==> config.mk <==
export PLATFORM = sky130hd
export DESIGN_NAME = hp_slot_status
export DESIGN_NICKNAME = d
export VERILOG_FILES = /design/src/rtl/hp_status_pkg.sv /design/src/rtl/hp_sticky_flags.sv /design/src/rtl/hp_domain_latch.sv /design/src/rtl/hp_status_readout.sv /design/src/rtl/hp_slot_status.sv
export SDC_FILE = /design/constraint.sdc
export NUM_CORES = 1
export LEC_CHECK = 0
export ABC_AREA = 0
export CAP_MARGIN = 20
export CORE_MARGIN = 4
export CORE_UTILIZATION = 34
export DETAILED_ROUTE_END_ITERATION = 12
export PLACE_DENSITY = 0.76
export SETUP_SLACK_MARGIN = 0.1
export SLEW_MARGIN = 20
export SYNTH_ARGS = -nofsm -noshare
export SYNTH_HDL_FRONTEND = slang
export SYNTH_HIERARCHICAL = 1
export SYNTH_SLANG_ARGS = --single-unit
==> constraint.sdc <==
create_clock -name clk -period 1.45 [get_ports clk]
set_input_delay 0.2175 -clock clk [delete_from_list [all_inputs] [get_ports clk]]
set_output_delay 0.2175 -clock clk [all_outputs]
set_load 0.02 [all_outputs]
==> src/rtl/hp_status_pkg.sv <==
package hp_status_pkg;

  // Status byte field positions (software decodes these)
  localparam int BIT_PIN   = 7;
  localparam int BIT_MAIN  = 6;
  localparam int BIT_AUX   = 5;
  localparam int BIT_OCAUX = 4;
  localparam int BIT_OC12  = 2;
  localparam int BIT_OC3V3 = 0;

  // Sticky flag indices
  typedef enum logic [1:0] {
    RAIL_3V3 = 2'd0,
    RAIL_12V = 2'd1,
    RAIL_AUX = 2'd2
  } rail_e;

  localparam int NUM_RAILS = 3;

  // Bit position in the status byte for each sticky flag
  function automatic int rail_bit(input int idx);
    case (idx)
      0:       return BIT_OC3V3;
      1:       return BIT_OC12;
      default: return BIT_OCAUX;
    endcase
  endfunction

endpackage

==> src/rtl/hp_sticky_flags.sv <==
module hp_sticky_flags #(
  parameter int N = 3
) (
  input  logic         clk,
  input  logic         rst,
  input  logic [N-1:0] set_evt,
  input  logic [N-1:0] clr,
  output logic [N-1:0] flag_d,
  output logic [N-1:0] flag_q
);

  for (genvar i = 0; i < N; i++) begin : g_flag
    // Event beats clear
    assign flag_d[i] = set_evt[i] | (flag_q[i] & ~clr[i]);

    always_ff @(posedge clk) begin
      if (rst) flag_q[i] <= 1'b0;
      else     flag_q[i] <= flag_d[i];
    end

    p_evt_sets_r3: assert property (@(posedge clk) disable iff (rst)
      set_evt[i] |=> flag_q[i]);

    p_clr_clears_r4: assert property (@(posedge clk) disable iff (rst)
      (clr[i] && !set_evt[i]) |=> !flag_q[i]);

    p_idle_holds_r4: assert property (@(posedge clk) disable iff (rst)
      (!clr[i] && !set_evt[i]) |=> $stable(flag_q[i]));
  end

endmodule

==> src/rtl/hp_domain_latch.sv <==
module hp_domain_latch (
  input  logic clk,
  input  logic rst,
  input  logic en,
  input  logic set_evt,
  output logic latch_d,
  output logic latch_q,
  output logic pwr_on_q
);

  // Cleared while the domain enable is low; sets on an event otherwise
  assign latch_d = en & (latch_q | set_evt);

  always_ff @(posedge clk) begin
    if (rst) begin
      latch_q  <= 1'b0;
      pwr_on_q <= 1'b0;
    end else begin
      latch_q  <= latch_d;
      pwr_on_q <= en & ~latch_d;
    end
  end

  p_en_low_resets_r6: assert property (@(posedge clk) disable iff (rst)
    !en |=> !latch_q);

  p_no_power_in_fault_r9: assert property (@(posedge clk) disable iff (rst)
    latch_q |-> !pwr_on_q);

  p_hold_while_enabled_r7: assert property (@(posedge clk) disable iff (rst)
    (en && latch_q) |=> latch_q);

endmodule

==> src/rtl/hp_status_readout.sv <==
module hp_status_readout #(
  parameter int                 ADDR_W   = 8,
  parameter int                 DATA_W   = 8,
  parameter logic [ADDR_W-1:0]  CMD_ADDR = 'h05
) (
  input  logic              clk,
  input  logic              rst,
  input  logic              rd,
  input  logic [ADDR_W-1:0] addr,
  input  logic [DATA_W-1:0] status_in,
  output logic [DATA_W-1:0] rdata
);

  always_ff @(posedge clk) begin
    if (rst)                        rdata <= '0;
    else if (rd && addr == CMD_ADDR) rdata <= status_in;
    else if (rd)                    rdata <= '0;
  end

  p_rsv_zero_r2: assert property (@(posedge clk) disable iff (rst)
    rdata[3] == 1'b0 && rdata[1] == 1'b0);

  p_other_addr_zero_r2: assert property (@(posedge clk) disable iff (rst)
    (rd && addr != CMD_ADDR) |=> rdata == '0);

endmodule

==> src/rtl/hp_slot_status.sv <==
module hp_slot_status
  import hp_status_pkg::*;
#(
  parameter int                ADDR_W   = 8,
  parameter int                DATA_W   = 8,
  parameter logic [ADDR_W-1:0] CMD_ADDR = 'h05
) (
  input  logic              clk,
  input  logic              rst,
  input  logic [ADDR_W-1:0] bus_addr,
  input  logic              bus_rd,
  input  logic              bus_wr,
  input  logic [DATA_W-1:0] bus_wdata,
  output logic [DATA_W-1:0] bus_rdata,
  input  logic              oc12_evt,
  input  logic              oc3v3_evt,
  input  logic              ocaux_evt,
  input  logic              en_main,
  input  logic              en_aux,
  input  logic              force_on_n,
  output logic              main_pwr_on,
  output logic              aux_pwr_on,
  output logic              fault_n,
  output logic              irq
);

  localparam logic [DATA_W-1:0] CLR_MASK =
    DATA_W'((1 << BIT_OC3V3) | (1 << BIT_OC12) | (1 << BIT_OCAUX));

  logic                 wr_hit;
  logic [NUM_RAILS-1:0] evt_vec, clr_vec, flag_d, flag_q;
  logic                 main_ld, main_lq, aux_ld, aux_lq;
  logic [DATA_W-1:0]    status_byte;
  logic                 unused_wdata;

  assign wr_hit       = bus_wr && (bus_addr == CMD_ADDR);
  assign unused_wdata = ^(bus_wdata & ~CLR_MASK);

  assign evt_vec[RAIL_3V3] = oc3v3_evt;
  assign evt_vec[RAIL_12V] = oc12_evt;
  assign evt_vec[RAIL_AUX] = ocaux_evt;

  for (genvar i = 0; i < NUM_RAILS; i++) begin : g_clr
    assign clr_vec[i] = wr_hit & bus_wdata[rail_bit(i)];
  end

  hp_sticky_flags #(.N(NUM_RAILS)) u_flags (
    .clk     (clk),
    .rst     (rst),
    .set_evt (evt_vec),
    .clr     (clr_vec),
    .flag_d  (flag_d),
    .flag_q  (flag_q)
  );

  hp_domain_latch u_main (
    .clk      (clk),
    .rst      (rst),
    .en       (en_main),
    .set_evt  (oc12_evt | oc3v3_evt),
    .latch_d  (main_ld),
    .latch_q  (main_lq),
    .pwr_on_q (main_pwr_on)
  );

  hp_domain_latch u_aux (
    .clk      (clk),
    .rst      (rst),
    .en       (en_aux),
    .set_evt  (ocaux_evt),
    .latch_d  (aux_ld),
    .latch_q  (aux_lq),
    .pwr_on_q (aux_pwr_on)
  );

  always_comb begin
    status_byte = '0;
    status_byte[BIT_PIN]   = main_lq | aux_lq;
    status_byte[BIT_MAIN]  = main_pwr_on;
    status_byte[BIT_AUX]   = aux_pwr_on;
    for (int i = 0; i < NUM_RAILS; i++)
      status_byte[rail_bit(i)] = flag_q[i];
  end

  hp_status_readout #(
    .ADDR_W   (ADDR_W),
    .DATA_W   (DATA_W),
    .CMD_ADDR (CMD_ADDR)
  ) u_read (
    .clk       (clk),
    .rst       (rst),
    .rd        (bus_rd),
    .addr      (bus_addr),
    .status_in (status_byte),
    .rdata     (bus_rdata)
  );

  // Registered pin and interrupt
  always_ff @(posedge clk) begin
    if (rst) begin
      fault_n <= 1'b1;
      irq     <= 1'b0;
    end else begin
      fault_n <= ~((main_ld | aux_ld) & force_on_n);
      irq     <= |flag_d;
    end
  end

  p_force_release_r8: assert property (@(posedge clk) disable iff (rst)
    !force_on_n |=> fault_n);

  p_irq_tracks_r3: assert property (@(posedge clk) disable iff (rst)
    irq == (|flag_q));

  p_pin_hold_r6: assert property (@(posedge clk) disable iff (rst)
    (!fault_n && en_main && en_aux && force_on_n) |=> !fault_n);

  p_pin_needs_latch_r7: assert property (@(posedge clk) disable iff (rst)
    !fault_n |-> (main_lq || aux_lq));

endmodule

# After elaboration in Yosys (flattened, before gate mapping)
# Index checks and enable logic that the tools add are counted.
# W data, S select, Z words.
[classes]
shifts = 0
add_sub_neg = 0
mul = 0
n_mux = 2
order_cmp = 0
n_reduce_logical = 4
eq_ne = 1
div = 0
bitwise_logic = 25
[ops]
columns = ["cell", "n"]
rows = [
  ["$mux W8", 2],
  ["$and A1 B1 Y1", 11],
  ["$eq A8 B3 Y1 const B", 1],
  ["$or A1 B1 Y1", 8],
  ["$not A1 Y1", 6],
  ["$reduce_or A3 Y1", 1],
  ["$logic_and A1 B1 Y1", 2],
  ["$reduce_bool A2 Y1", 1],
]
[totals]
ramBits = 0
ff_bits = 15
latchBits = 0
memories = 0
elab_cells = 42
mem_bits_ro = 0

# Logic depth before layout (Yosys ltp)
[logic_depth]
depth_word = 7
depth_mapped = 6

# Hierarchy
# The synthesis kept the hierarchy.
[by_module_without_submodules]
columns = ["module", "cells_per_inst", "instances", "area_each_um2", "seq_area_each_um2"]
rows = [
  ["hp_status_readout", 21, 1, 281.5, 160.2],
  ["hp_slot_status", 17, 1, 145.1, 40.0],
  ["hp_domain_latch", 7, 2, 70.1, 40.0],
  ["hp_sticky_flags", 15, 1, 138.9, 60.1],
]

# Worst setup path after synthesis
# OpenSTA, ideal clock, no wires.
[synth_path]
kind = "input to register"
startpoint = "input bus_addr[4]"
endpoint = "register irq"
cell_stages = 6
arrival_time_ns = 1.309
slack_ns = 0.024
n_path_buf = 0
path_cell_list = "or4b_4 > nor3_1 > nand2b_4 > nand2_1 > nor3_1 > nor2_1"
[synth_between]
elab_chain_len = 7
[synth_rtl]
columns = ["item", "line", "rtl"]
rows = [
  ["start, declared", "hp_slot_status.sv:10", "input logic [ADDR_W-1:0] bus_addr,"],
  ["$eq A8 B3 Y1", "hp_slot_status.sv:36", "assign wr_hit = bus_wr && (bus_addr == CMD_ADDR);"],
  ["$logic_and A1 B1 Y1", "hp_slot_status.sv:36", ""],
  ["$and A1 B1 Y1", "hp_slot_status.sv:44", "assign clr_vec[i] = wr_hit & bus_wdata[rail_bit(i)];"],
  ["named net clr_vec[1]", "hp_slot_status.sv:31", "logic [NUM_RAILS-1:0] evt_vec, clr_vec, flag_d, flag_q;"],
  ["$not A1 Y1", "hp_sticky_flags.sv:14", "assign flag_d[i] = set_evt[i] | (flag_q[i] & ~clr[i]);"],
  ["$and A1 B1 Y1", "hp_sticky_flags.sv:14", ""],
  ["$or A1 B1 Y1", "hp_sticky_flags.sv:14", ""],
  ["named net flag_d[1]", "hp_slot_status.sv:31", ""],
  ["$reduce_or A3 Y1", "hp_slot_status.sv:105", "irq <= |flag_d;"],
  ["end signal, assigned", "hp_slot_status.sv:105", ""],
  ["end, declared", "hp_slot_status.sv:24", "output logic irq"],
]
# The timed path passes the listed nets, and every way through them passes these cells.
# A chain may end at the register's enable or synchronous reset.

# Worst setup path in the final report
# Ends and elaborated chain as after synthesis.

==> out/results.tsv <==
stage	metric	value	unit
flow_run	maxCapViolations	0	
cells_and_area	design_area	1120	sq um
drt	drt_wl_total	1.85	mm
drt	first_pass_iters	4	
cts	cts.sinks	17	
synth	ys_seq_area_share	48.2	%
synth	synth.distinct_cells	21	
power_and_ir_drop	power_switching_share	25.1	%
floorplan	start_util	36.0	%
floorplan	die-area	2870	sq um
synth	syn_area	706	sq um
cells_and_area	layout-drive-gt1-share	31.8	%
cts	cts_buffer_depth	2	
drt	remaining_drc_errors	0	
synth	synth_area_leaders	dfxtp_1 48%, a22o_2 11%, nand2b_4 5.9%	
power_and_ir_drop	intPower	658	uW
floorplan	rows	16	
power_and_ir_drop	power_density	786	nW/um^2
synth	postSynthAreaPerCell	10.5	sq um
cells_and_area	syn_to_final_growth	58.2	%
global_routing	grt_max_degree	12	
synth	ys_ff_latch	17	
setup_path	crit_fanout	3	
cells_and_area	post-route-util	56.9	%
power_and_ir_drop	switchingPower	220	uW
drt	vias_per_cell	4.81	
timing	post-route-period-util	92.1	%
drt	antenna_left	0	
power_and_ir_drop	power.leakage	0.517	nW
cts	cts-root-buf	clkbuf_4	
placement	dpl.cell_count	129	
timing	setup_viol	0	
power_and_ir_drop	clkPwrFrac	29.3	%
timing	slew_headroom	59.1	%
power_and_ir_drop	seqPwrFrac	56.1	%
power_and_ir_drop	power	878	uW
drt	first_iter_violations	13	
placement	hpwl	1.44	mm
timing	fin_crit	1340	ps
synth	synth_top_area_share	48.2	%
drt	vias	645	
placement	place_ws	-470	ps
cells_and_area	nNetsFinal	134	
cells_and_area	n_antenna_cell	0	
floorplan	dieWidth	53.6	um
setup_path	critPathKind	in -> reg	
cts	hold_buffers	0	
placement	io_buffers	32	
power_and_ir_drop	combPwrFrac	14.6	%
drt	wire_per_inst	13.8	um
timing	tns	0	ps
timing	rsz0062_at_grt	true	
setup_path	required	1640	ps
worst_hold_path	holdCritPathClass	in -> reg	
cts	cts_buffers	3	
floorplan	pin_count	38	
placement	place_congestion	0.677	
timing	whs	441	ps
synth	ys.flop_type	dfxtp_1	
global_routing	track_usage	14.5	%
global_routing	grt_overflow	0	
global_routing	grt_pass1_vias	599	
synth	synth_edf_count	0	
power_and_ir_drop	worst_ir_drop_vdd	424	uV
timing	slew_violations	0	
floorplan	die_h	53.6	um
setup_path	arrival	1520	ps
cts	cts_tree	yes	
synth	netlist_instances	67	
setup_path	endpoint_kind	register	
floorplan	core	1960	sq um
timing	finalHoldViolCount	0	
cts	clkTransAtPathRegs	110	ps
outcome	status	finished, final reports clean	
cells_and_area	final_cells	134	
timing	worstMarginPinSlew	612	ps
timing	fin_skew	12.8	ps
timing	fmax	749	MHz
global_routing	grt_pass1_wl	2.82	mm
synth	ys_warn_count	6	
setup_path	critPathLaunchType	input pin	
cts	clk_latency	300	ps
global_routing	antenna_found_initial	0	
cts	cts-htree-levels	1	
placement	post_dp_cell_area	1090	sq um
synth	synthArstFlopShare	0	%
synth	yosys.area.top_type	dfxtp_1	
timing	worst_slack	114	ps
[synthesized netlist by cell type (all sizes together), types with 2 or more instances]
cell / instances
nand2: 3
a21oi: 3
dfxtp: 17
nor3: 6
nor2: 6
nor2b: 2
or2: 2
or4bb: 3
inv: 4
nand2b: 6
a22o: 8
[power by group through the flow]
stage	clock [mW]	combinational (mW)	sequential, mW
2_1_floorplan	0	0.0438	0.507
3_3_place_gp	0	0.128	0.502
3_5_place_dp	0	0.133	0.503
4_1_cts	0.272	0.124	0.492
5_1_grt	0.290	0.139	0.494
6_report	0.257	0.128	0.492
[routing by layer]
layer	vias to the layer above	part of all wire, %	global-route usage, %
met2	29	51	23.5
met3	4	6.4	3.05
li1	318	-	-
met1	294	40	16.3
met5	-	0	0
met4	0	2.3	11.5
[registers in the layout (all words and copies together), names as in the netlist]
signal	cells
u_main/latch_q	1
u_aux/pwr_on_q	1
u_main/pwr_on_q	1
irq	1
fault_n	1
u_read/rdata	8
u_aux/latch_q	1
u_flags/flag_q	3
[cells in the final DEF, fill, tap and decap left out, types with 4 or more instances in the layout]
master            n
a22o_2            8
inv_1             4
dfxtp_1          17
clkdlybuf4s50_1   9
nor3_2            5
nor2_1            6
buf_4             4
dlygate4sd2_1    17
[final timing paths]
check / startpoint / endpoint / slack, ps / cells after the start
max: bus_addr[4] / irq$_SDFF_PP0_ / 110 / 7
min: rst / u_flags/flag_q[0]$_SDFF_PP0_ / 440 / 2
max reg2reg: u_aux/latch_q$_SDFF_PP0_ / u_read/rdata[7]$_SDFFE_PP0P_ / 490 / 2
min reg2reg: u_aux/latch_q$_SDFF_PP0_ / u_aux/pwr_on_q$_SDFF_PP0_ / 460 / 1
[layout make-up]
cell class,count,area [sq um]
Fill cell,188,846
Multi-Input combinational cell,46,380
Sequential cell,17,340
Timing Repair Buffer,36,317
Tap cell,27,33.8
Clock buffer,3,22.5
Inverter,4,15.0
Clock inverter,1,7.51
[worst max-delay path: stages]
cell           delay, ps
dlygate4sd2_1        240
or4b_4               530
nor3_4               130
nand2b_4             150
nand2_2               50
nor3_2               160
nor2_1                60
[repair_timing]
item                       in CTS  in global routing
gates resized for setup        27                 10
pin swaps                      10                  4
buffers inserted                0                  1
setup endpoints to repair      22                  7
[logic make-up (layout without fill, tap and decap cells)]
family,after synthesis,in the layout,share of synthesized area [%]
and+or+nand+nor,32,32,33.0
AOI/OAI and AO/OA,12,12,14.5
other,1,2,0.531
DFF,17,17,48.2
buffers and inverters,5,44,3.72
Note: power is estimated with default switching activity, not from simulation.
